`src/rtl/vls_pkg.sv`:
```
package vls_pkg;

    typedef enum logic [2:0] {
        ST_IDLE  = 3'd0,
        ST_SETUP = 3'd1,
        ST_WAIT  = 3'd2,
        ST_XFER  = 3'd3,
        ST_DRAIN = 3'd4,
        ST_DONE  = 3'd5
    } seq_state_e;

    // Bytes per element for a width code: 00 -> 1, 01 -> 2, others -> 4.
    function automatic logic [2:0] elem_bytes(input logic [1:0] code);
        case (code)
            2'b00:   elem_bytes = 3'd1;
            2'b01:   elem_bytes = 3'd2;
            default: elem_bytes = 3'd4;
        endcase
    endfunction

endpackage

```
`src/rtl/vls_lane_fmt.sv`:
```
// Keeps the bytes of one element that belong to the active width and
// clears the rest; used for load zero-extension and store masking.
module vls_lane_fmt #(
    parameter int ELEM_W = 32
) (
    input  logic [1:0]        width_i,
    input  logic [ELEM_W-1:0] data_i,
    output logic [ELEM_W-1:0] data_o
);
    import vls_pkg::*;

    localparam int NLANES = ELEM_W / 8;

    logic [2:0] nbytes;
    assign nbytes = elem_bytes(width_i);

    for (genvar b = 0; b < NLANES; b++) begin : g_lane
        always_comb begin
            if (b < int'(nbytes)) data_o[8*b +: 8] = data_i[8*b +: 8];
            else                  data_o[8*b +: 8] = 8'h00;
        end
    end

endmodule

```
`src/rtl/vls_addr_gen.sv`:
```
// Element address register: loads the base on accept, steps by the
// element size on every issued request.
module vls_addr_gen #(
    parameter int ADDR_W = 32
) (
    input  logic              clk,
    input  logic              rst_n,
    input  logic              load_i,
    input  logic [ADDR_W-1:0] base_i,
    input  logic              step_i,
    input  logic [1:0]        width_i,
    output logic [ADDR_W-1:0] addr_o
);
    import vls_pkg::*;

    logic [ADDR_W-1:0] addr_d, addr_q;

    always_comb begin
        addr_d = addr_q;
        if (load_i)      addr_d = base_i;
        else if (step_i) addr_d = addr_q + ADDR_W'(elem_bytes(width_i));
    end

    always_ff @(posedge clk or negedge rst_n) begin
        if (!rst_n) addr_q <= '0;
        else        addr_q <= addr_d;
    end

    assign addr_o = addr_q;

endmodule

```
`src/rtl/vls_ctrl.sv`:
```
// Sequencer state machine: setup, fixed lead time, element stream,
// drain and done; also tracks the load write index and the cycle count.
module vls_ctrl #(
    parameter int MAX_ELEMS = 32,
    parameter int LAT       = 32,
    parameter int LEN_W     = 6,
    parameter int CNT_W     = 8
) (
    input  logic                    clk,
    input  logic                    rst_n,
    input  logic                    start_i,
    input  logic                    store_i,
    input  logic [LEN_W-1:0]        vlen_i,
    input  logic [1:0]              width_i,
    input  logic                    rvalid_i,
    output logic                    accept_o,
    output logic                    issue_o,
    output logic                    wr_en_o,
    output vls_pkg::seq_state_e     state_o,
    output logic [LEN_W-1:0]        len_o,
    output logic [LEN_W-1:0]        issued_o,
    output logic [LEN_W-1:0]        wr_idx_o,
    output logic                    store_o,
    output logic [1:0]              width_o,
    output logic [CNT_W-1:0]        cycles_o
);
    import vls_pkg::*;

    localparam int LAT_W = (LAT > 1) ? $clog2(LAT) : 1;

    typedef struct packed {
        seq_state_e       st;
        logic [LEN_W-1:0] len;
        logic [LEN_W-1:0] issued;
        logic [LEN_W-1:0] wr_idx;
        logic [LAT_W-1:0] wait_cnt;
        logic [CNT_W-1:0] cycles;
        logic             store;
        logic [1:0]       width;
    } ctrl_t;

    ctrl_t ctl_d, ctl_q;
    logic  accept, issue, wr_en;
    logic [LEN_W-1:0] len_clamped;

    always_comb begin
        if (vlen_i > LEN_W'(MAX_ELEMS)) len_clamped = LEN_W'(MAX_ELEMS);
        else                            len_clamped = vlen_i;
    end

    always_comb begin
        ctl_d  = ctl_q;
        accept = 1'b0;
        issue  = 1'b0;
        wr_en  = 1'b0;
        case (ctl_q.st)
            ST_IDLE: begin
                if (start_i) begin
                    accept          = 1'b1;
                    ctl_d.st        = ST_SETUP;
                    ctl_d.len       = len_clamped;
                    ctl_d.store     = store_i;
                    ctl_d.width     = width_i;
                    ctl_d.issued    = '0;
                    ctl_d.wr_idx    = '0;
                    ctl_d.wait_cnt  = '0;
                    ctl_d.cycles    = CNT_W'(2);
                end
            end
            ST_SETUP: begin
                ctl_d.cycles = ctl_q.cycles + CNT_W'(1);
                ctl_d.st     = (ctl_q.len == '0) ? ST_DRAIN : ST_WAIT;
            end
            ST_WAIT: begin
                ctl_d.cycles = ctl_q.cycles + CNT_W'(1);
                if (ctl_q.wait_cnt == LAT_W'(LAT - 1)) ctl_d.st = ST_XFER;
                else ctl_d.wait_cnt = ctl_q.wait_cnt + LAT_W'(1);
            end
            ST_XFER: begin
                ctl_d.cycles = ctl_q.cycles + CNT_W'(1);
                issue        = 1'b1;
                ctl_d.issued = ctl_q.issued + LEN_W'(1);
                if (ctl_q.issued == ctl_q.len - LEN_W'(1)) ctl_d.st = ST_DRAIN;
            end
            ST_DRAIN: begin
                ctl_d.cycles = ctl_q.cycles + CNT_W'(1);
                ctl_d.st     = ST_DONE;
            end
            ST_DONE: begin
                ctl_d.st = ST_IDLE;
            end
            default: begin
                ctl_d.st = ST_IDLE;
            end
        endcase
        if (!ctl_q.store && rvalid_i &&
            (ctl_q.st == ST_XFER || ctl_q.st == ST_DRAIN)) begin
            wr_en        = 1'b1;
            ctl_d.wr_idx = ctl_q.wr_idx + LEN_W'(1);
        end
    end

    always_ff @(posedge clk or negedge rst_n) begin
        if (!rst_n) begin
            ctl_q          <= '0;
            ctl_q.st       <= ST_IDLE;
        end else begin
            ctl_q <= ctl_d;
        end
    end

    assign accept_o = accept;
    assign issue_o  = issue;
    assign wr_en_o  = wr_en;
    assign state_o  = ctl_q.st;
    assign len_o    = ctl_q.len;
    assign issued_o = ctl_q.issued;
    assign wr_idx_o = ctl_q.wr_idx;
    assign store_o  = ctl_q.store;
    assign width_o  = ctl_q.width;
    assign cycles_o = ctl_q.cycles;

endmodule

```
`src/rtl/vls_seq.sv`:
```
module vls_seq #(
    parameter int  MAX_ELEMS = 32,
    parameter int  ELEM_W    = 32,
    parameter int  ADDR_W    = 32,
    parameter int  LAT       = 32,
    localparam int LEN_W     = $clog2(MAX_ELEMS + 1),
    localparam int IDX_W     = (MAX_ELEMS > 1) ? $clog2(MAX_ELEMS) : 1,
    localparam int CNT_W     = $clog2(MAX_ELEMS + LAT + 5) + 1
) (
    input  logic              clk,
    input  logic              rst_n,
    input  logic              start_i,
    input  logic              store_i,
    input  logic [ADDR_W-1:0] base_addr_i,
    input  logic [LEN_W-1:0]  vlen_i,
    input  logic [1:0]        width_i,
    output logic              mem_req_o,
    output logic              mem_we_o,
    output logic [ADDR_W-1:0] mem_addr_o,
    output logic [1:0]        mem_size_o,
    output logic [ELEM_W-1:0] mem_wdata_o,
    input  logic              mem_rvalid_i,
    input  logic [ELEM_W-1:0] mem_rdata_i,
    output logic [IDX_W-1:0]  vrf_rd_idx_o,
    input  logic [ELEM_W-1:0] vrf_rd_data_i,
    output logic              vrf_wr_en_o,
    output logic [IDX_W-1:0]  vrf_wr_idx_o,
    output logic [ELEM_W-1:0] vrf_wr_data_o,
    output logic              done_o,
    output logic [CNT_W-1:0]  cycles_o
);
    import vls_pkg::*;

    logic             accept, issue, wr_en, store_q, busy;
    seq_state_e       st;
    logic [LEN_W-1:0] len_q, issued_q, wr_idx_q;
    logic [1:0]       width_q;
    logic [CNT_W-1:0] cycles_q;
    logic [ADDR_W-1:0] addr_q;

    vls_ctrl #(
        .MAX_ELEMS(MAX_ELEMS), .LAT(LAT), .LEN_W(LEN_W), .CNT_W(CNT_W)
    ) u_ctrl (
        .clk      (clk),
        .rst_n    (rst_n),
        .start_i  (start_i),
        .store_i  (store_i),
        .vlen_i   (vlen_i),
        .width_i  (width_i),
        .rvalid_i (mem_rvalid_i),
        .accept_o (accept),
        .issue_o  (issue),
        .wr_en_o  (wr_en),
        .state_o  (st),
        .len_o    (len_q),
        .issued_o (issued_q),
        .wr_idx_o (wr_idx_q),
        .store_o  (store_q),
        .width_o  (width_q),
        .cycles_o (cycles_q)
    );

    vls_addr_gen #(.ADDR_W(ADDR_W)) u_addr (
        .clk     (clk),
        .rst_n   (rst_n),
        .load_i  (accept),
        .base_i  (base_addr_i),
        .step_i  (issue),
        .width_i (width_q),
        .addr_o  (addr_q)
    );

    vls_lane_fmt #(.ELEM_W(ELEM_W)) u_ld_fmt (
        .width_i (width_q),
        .data_i  (mem_rdata_i),
        .data_o  (vrf_wr_data_o)
    );

    vls_lane_fmt #(.ELEM_W(ELEM_W)) u_st_fmt (
        .width_i (width_q),
        .data_i  (vrf_rd_data_i),
        .data_o  (mem_wdata_o)
    );

    assign busy         = (st != ST_IDLE);
    assign mem_req_o    = issue;
    assign mem_we_o     = issue & store_q;
    assign mem_addr_o   = addr_q;
    assign mem_size_o   = width_q;
    assign vrf_rd_idx_o = IDX_W'(issued_q);
    assign vrf_wr_en_o  = wr_en;
    assign vrf_wr_idx_o = IDX_W'(wr_idx_q);
    assign done_o       = (st == ST_DONE);
    assign cycles_o     = cycles_q;

endmodule

```
`config.mk`:
```
export PLATFORM = sky130hd
export DESIGN_NAME = vls_seq
export DESIGN_NICKNAME = d
export VERILOG_FILES = /design/src/rtl/vls_pkg.sv /design/src/rtl/vls_lane_fmt.sv /design/src/rtl/vls_addr_gen.sv /design/src/rtl/vls_ctrl.sv /design/src/rtl/vls_seq.sv
export SDC_FILE = /design/constraint.sdc
export NUM_CORES = 1
export LEC_CHECK = 0
export ABC_AREA = 1
export BUFFER_PORTS_ARGS = -buffer_cell sky130_fd_sc_hd__buf_2
export CORE_UTILIZATION = 53
export CTS_BUF_LIST = sky130_fd_sc_hd__clkbuf_4 sky130_fd_sc_hd__clkbuf_8
export CTS_CLUSTER_DIAMETER = 40
export DETAILED_ROUTE_END_ITERATION = 6
export PLACE_DENSITY_LB_ADDON = 0.12
export SLEW_MARGIN = 20
export SYNTH_ARGS = -nofsm -noshare
export SYNTH_HDL_FRONTEND = slang
export SYNTH_SLANG_ARGS = --single-unit
```
`constraint.sdc`:
```
create_clock -name clk -period 5.2 [get_ports clk]
set_clock_uncertainty 0.2 [all_clocks]
set_input_delay 0.26 -clock clk [delete_from_list [all_inputs] [get_ports clk]]
set_output_delay 0.26 -clock clk [all_outputs]
set_load 0.005 [all_outputs]
```
Yosys cells after proc, flatten, opt, wreduce, memory -nomap -nowiden
Cells that the tools add are included.
{"block": "op_classes", "add_sub_neg": 6, "n_lt_le_gt_ge": 5, "n_eq_ne": 12, "mux": 29, "bitwise": 1, "reduce_logical": 20}
{"op": "two-way mux 32 bit", "count": 2}
{"op": "two-way mux 8 bit", "count": 8}
{"op": "two-way mux 37 bit", "count": 1}
{"op": "adder 32 x 3 -> 32 bit", "count": 1}
{"op": "two-way mux 6 bit", "count": 3}
{"op": "case mux 8 bit (2 select lines)", "count": 1}
{"op": "two-way mux 3 bit", "count": 5}
{"op": "case mux 3 bit (5 select lines)", "count": 1}
{"op": "adder 6 x 1 -> 6 bit (second input constant)", "count": 2}
{"op": "case mux 6 bit (2 select lines)", "count": 1}
{"op": "nonzero test 2 bit", "count": 6}
{"op": "case mux 5 bit (2 select lines)", "count": 1}
{"op": "adder 8 x 1 -> 8 bit (second input constant)", "count": 1}
{"op": "AND reduction 2 bit", "count": 4}
{"op": "equality test 3 x 2 -> 1 bit (second input constant)", "count": 2}
{"op": "equality test 3 bit (second input constant)", "count": 2}
{"op": "equality test 6 bit", "count": 1}
{"op": "> comparator 6 bit (second input constant)", "count": 1}
{"op": "zero test 6 bit", "count": 1}
{"op": "less-than comparator 1 x 3 -> 1 bit (first input constant)", "count": 2}
{"op": "less-than comparator 2 x 3 -> 1 bit (first input constant)", "count": 2}
{"op": "case mux 3 bit (2 select lines)", "count": 1}
{"op": "AND reduction 3 bit", "count": 2}
{"op": "subtractor 6 x 1 -> 6 bit (second input constant)", "count": 1}
{"op": "other kinds (15)", "count": 21}
{"block": "totals", "register_bits": 69, "output_inout_bits": 120, "elab_cells": 82}

Depth between registers and ports, before layout
{"block": "logic_depth", "word_depth": 7, "depth_mapped": 16}

By module
Synthesis repeated with hierarchy kept, for this count alone.
{"block": "hier_totals", "cells_unflattened": 765, "area_unflattened_um2": 5228.8}
{"mod": "vls_addr_gen", "n_inst": 1, "cells_each": 338, "area_each_um2": 2389.8, "seq_area_each_um2": 800.8}
{"mod": "vls_ctrl", "n_inst": 1, "cells_each": 297, "area_each_um2": 2311.0, "seq_area_each_um2": 925.9}
{"mod": "vls_lane_fmt", "n_inst": 2, "cells_each": 63, "area_each_um2": 255.2, "seq_area_each_um2": 0.0}
{"mod": "vls_seq", "n_inst": 1, "cells_each": 4, "area_each_um2": 17.5, "seq_area_each_um2": 0.0}

Worst setup path before layout
OpenSTA, ideal clock, no wires.
{"block": "synth_timing", "path_type": "reg-to-reg", "startpoint": "register u_ctrl.ctl_q, in the netlist u_ctrl.width_o[1]", "endpoint": "register u_addr.addr_q[28] (netlist: u_addr.addr_o[28])", "setup_time_ns": 0.121, "arrival_ns": 2.449, "slack_ns": 2.430, "path_stages_with_launch": 15, "synth_period_minus_slack_ns": 2.770, "path_cell_list": "dfrtp_1 clkbuf_1 nor2_1 clkbuf_1 ha_1 fa_1 nand2_1 a21oi_2 inv_1 nor2_2 nand2_1 nand2_1 nand2_1 o21bai_1 nand2_1"}
{"block": "synth_between", "elab_chain_cells": 7, "elab_cells_between_ends": 8, "cone_classes": "add/sub (1); eq/ne (1); mux (5); reduce/logical (1)"}
{"element": "start, declared", "line_no": "vls_ctrl.sv:42", "rtl": "ctrl_t ctl_d, ctl_q;"}
{"element": "start signal, assigned", "line_no": "vls_ctrl.sv:108", "rtl": "ctl_q <= ctl_d;"}
{"element": "equality test 2 x 1 -> 1 bit / zero test 2 bit (equally long branches)", "line_no": "vls_pkg.sv:14", "rtl": "case (code)"}
{"element": "case mux 3 bit (2 select lines) *", "line_no": "vls_pkg.sv:14"}
{"element": "two-way mux 3 bit *", "line_no": "vls_addr_gen.sv:21", "rtl": "else if (step_i) addr_d = addr_q + ADDR_W'(elem_bytes(width_i));"}
{"element": "two-way mux 3 bit *", "line_no": "vls_addr_gen.sv:20", "rtl": "if (load_i) addr_d = base_i;"}
{"element": "adder 32 x 3 -> 32 bit *", "line_no": "vls_addr_gen.sv:21"}
{"element": "two-way mux 32 bit *", "line_no": "vls_addr_gen.sv:21"}
{"element": "two-way mux 32 bit *", "line_no": "vls_addr_gen.sv:20"}
{"element": "end signal, assigned", "line_no": "vls_addr_gen.sv:26", "rtl": "else addr_q <= addr_d;"}
{"element": "end, declared", "line_no": "vls_addr_gen.sv:16", "rtl": "logic [ADDR_W-1:0] addr_d, addr_q;"}
Mark *: on every way between the ends. The rest lies on a longest branch, timed or not. The select of a mux whose other input is x is not followed.
A chain may end at the register's enable or synchronous reset.

Worst setup path in the final report
{"block": "layout_timing", "startpoint": "register u_ctrl.ctl_q, in the netlist u_ctrl.width_o[1]", "endpoint": "register u_addr.addr_q[26] (netlist: u_addr.addr_o[26])"}
The elaborated chain is that of the path after synthesis.

==> impl_metrics.py <==
metrics = {
    "synthesis": {
        "synth_enable_flop_cells": 0,
        "synthSimpleGateAreaFrac_pct": 34.0,
        "synthesized_area_fraction_occupied_by_ao_oa_aoi_and_oai_cells_pct": 11.2,
        "synth_adder_area_share_pct": 2.92,
        "yosysTopAreaCell": "dfrtp_1",
        "synth_top_family_by_area": "simple AND/OR/NAND/NOR gates",
        "syn-mean-instance-area_um2": 6.50,
        "synthesis.instances": 765,
        "synthesis.yosys.warnings": 0,
        "ys_seq_elements": 68,
        "post_synthesis_instance_area_um2": 4970,
        "postSynthNetCount": 885,
        "sequential_element_share_of_the_synthesized_area_pct": 34.2,
        "synthMuxAreaShare_pct": 0,
        "top_cells_by_instance_count_after_synthesis": "191 x nand2_1, 126 x inv_1, 92 x nor2_1",
        "synthTopCellsByArea": "dfrtp_1 34%, nand2_1 14%, inv_1 9.5%, nor2_1 6.9%, o21ai_0 6.2%",
        "asyncSetResetFlopFracSynth_pct": 100,
        "synth.top_cell.area_share_pct": 34.2,
        "yosys.area_share.xor_xnor_pct": 1.94,
        "yosys.cell_count.top_type": "nand2_1",
        "post_synth_top_flop": "dfrtp_1",
        "netlist_cell_types": 48,
    },
    "run": {
        "drv.max_cap_violation_count": 0,
    },
    "sta": {
        "setup_viol": 0,
        "max_clock_freq_ghz": 0.287,
        "final.hold.worst_slack_ns": 0.00226,
        "final_hold_viol_count": 0,
        "layout_min_cycle_time_ns": 3.48,
        "timing.slew.headroom_pct": 29.4,
        "post-route-period-util_pct": 67.0,
        "worst-slew-pin-transition_ns": 1.05,
        "grt_setup_unrepaired": "no",
        "timing.setup.tns_ns": 0,
        "final-max-slew-violation-count": 0,
    },
    "critical_path": {
        "critPathRequiredTime_ns": 5.21,
        "cp-end-kind": "flip-flop",
        "r2r_setup_slack_ns": 1.72,
        "criticalPathCategory": "reg2reg",
        "crit-reg2reg-launch": "u_ctrl.width_o[1]",
        "max_fanout_on_critical_path": 19,
        "max_stage_delay_ns": 0.91,
        "critical-path-slowest-cell": "nor2_1",
        "reg_to_reg_end": "u_addr.addr_o[26]",
        "critPathLaunchType": "flip-flop",
        "ff2ff_path_depth": 14,
        "critical_path.cell_chain": "nor2_1 -> ha_1 -> fa_1 -> nand2_1 -> nand2_1 -> nand2_1 -> inv_1 -> nand2_1 -> nor2_1 -> nand2_1 -> nand2_1 -> nand3_1 -> nand2_1 -> o21ai_0",
        "timing.critical_path.arrival_ns": 3.50,
        "critPathMostFrequentCell": "nand2_1",
    },
    "global_routing": {
        "antenna_found_initial": 0,
        "grt_first_pass_wirelength_um": 24600,
        "grt_max_degree": 69,
        "grt.overflow.total": 0,
        "grt_pass1_vias": 5171,
        "grtUsageTotal_pct": 32.1,
    },
    "detailed_routing": {
        "drt_wl_total_um": 15400,
        "routedWlPerCell_um": 14.7,
        "drt_first_iter_violations": 296,
        "drt_pre_antenna_iters": 6,
        "route.detailed.drc": 0,
        "drtAntennaViolNets": 0,
        "vias_per_cell": 5.29,
        "vias": 5535,
    },
    "layout": {
        "final_nets": 1053,
        "antenna_cells": 0,
        "final-instance-count-excl-fill": 1046,
        "synth_to_final_area_change_pct": 23.8,
        "final_layout_size_suffix_gt1_share_pct": 24.9,
    },
    "clocking": {
        "clockBufferDepth": 2,
        "clk_pin_slew_ns": 0.08,
        "cts_buffers": 9,
        "cts_resized": 0,
        "worst_skew_pair.late_latency_ns": 0.36,
        "cts_sinks": 68,
        "cts_root_buffer": "clkbuf_8",
        "h-tree-depth": 3,
        "cts_tree": "done",
    },
    "place": {
        "cell_total_after_placement": 1015,
        "placement.io_buffers": 196,
        "routabilityCongestion": 0.918,
        "place.detailed.hpwl_um": 11400,
    },
    "die": {
        "placementRows": 34,
        "fp.dieArea_um2": 9780,
        "ios": 229,
        "die_height_um": 98.9,
        "fp.dieW_um": 98.9,
        "core_area_um2": 8890,
        "floorplan.initialDensity_pct": 55.9,
    },
    "run_status": {
        "run_status": "completed",
    },
    "pwr": {
        "irDropWorstVdd_mv": 0.170,
        "power.total_w": 0.00108,
        "powerDensity_nw_per_um2": 175,
        "leakagePower_nw": 3.58,
    },
    "min_path": {
        "holdPathEnd": "u_addr.addr_o[8]",
        "hold_path.startpoint": "base_addr_i[8]",
        "hold_path_depth": 3,
        "hp-class": "in2reg",
    },
}
==> per-stage QoR <==
stage,setup slack (ns),area [um^2],util (%)
2_1_floorplan,2.43,4970,-
3_3_place_gp,1.95,5800,65.3
6_report,1.72,6160,69.3
4_1_cts,1.75,6160,69.3
3_5_place_dp,1.76,5800,65.3
5_1_grt,1.36,6160,69.3
==> routing by layer <==
metal / global-route usage, % / vias up / routed length (um) / part of all wire [%]
met1: 40.3 / 2544 / 6460 / 42
met4: 13.2 / 0 / 393 / 2.5
met2: 54.7 / 232 / 7480 / 48
met3: 5.74 / 53 / 1090 / 7.1
met5: 0 / - / 0 / 0
li1: - / 2706 / - / -
==> power by group <==
| group | leakage, nW | internal [W] | switching, W |
|---|---|---|---|
| logic | 2.71 | 0.0000394 | 0.0000322 |
| clock network | 0.0973 | 0.000228 | 0.000247 |
| registers | 0.768 | 0.000528 | 0 |
==> critical path, delay by kind of cell, from the launching register on <==
family | cells | cell delay (ns)
compound gates | 1 | 0.07
fa+ha+maj | 2 | 0.54
buf+inv | 1 | 0.07
flops | 1 | 0.62
simple gates | 10 | 1.83
==> logic make-up (layout without fill, tap and decap cells) <==
logic type,Yosys count,count (layout)
xor+xnor,11,11
fa+ha+maj,11,11
simple gates,393,393
buf+inv,183,356
compound gates,99,99
flops,68,68
==> final cells by class <==
class	count	area, um^2
well taps	108	135
fillers	809	2730
multi-input cells	514	2490
clock buffers	9	124
clock inverters	7	80.1
repair buffers	213	1150
inverters	127	477
flip-flops and latches	68	1700
==> registers in the layout, indices dropped and copies added, names as in the netlist <==
register	count
u_ctrl.width_o	2
u_ctrl.wr_idx_o	5
u_ctrl.store_o	1
u_ctrl.cycles_o	8
u_addr.addr_o	32
u_ctrl.state_o	3
u_ctrl.len_o	6
u_ctrl.ctl_q	5
u_ctrl.issued_o	6
==> layout by cell type (no fill, tap or decap), drive strengths merged, types with 2 or more instances in the layout <==
cell / count
o22ai: 4
dfrtp: 68
a21oi: 15
nand3b: 3
nor2: 95
or2: 7
buf: 198
dlygate4sd3: 15
nand2: 194
nand4: 7
ha: 10
nand3: 63
clkinvlp: 2
o21ai: 63
xor2: 10
nor3: 21
o211ai: 3
inv: 131
a211oi: 2
clkbuf: 9
==> how the worst max path moves through the flow <==
stage	startpoint	endpoint	slack (ns)
floorplan	u_ctrl.width_o[1]	u_addr.addr_o[28]	2.43
finish	u_ctrl.width_o[1]	u_addr.addr_o[26]	1.72
global placement	u_ctrl.width_o[1]	u_addr.addr_o[30]	1.95
detailed placement	u_ctrl.width_o[1]	u_addr.addr_o[28]	1.76
global route	u_ctrl.width_o[1]	u_addr.addr_o[26]	1.36
CTS	u_ctrl.width_o[1]	u_addr.addr_o[26]	1.75
==> what timing repair did <==
item                      CTS  global route
hold buffers               15             0
hold endpoints to repair   82             0
buffers inserted            0             0
No activity file was read; power rests on OpenSTA's default activity.
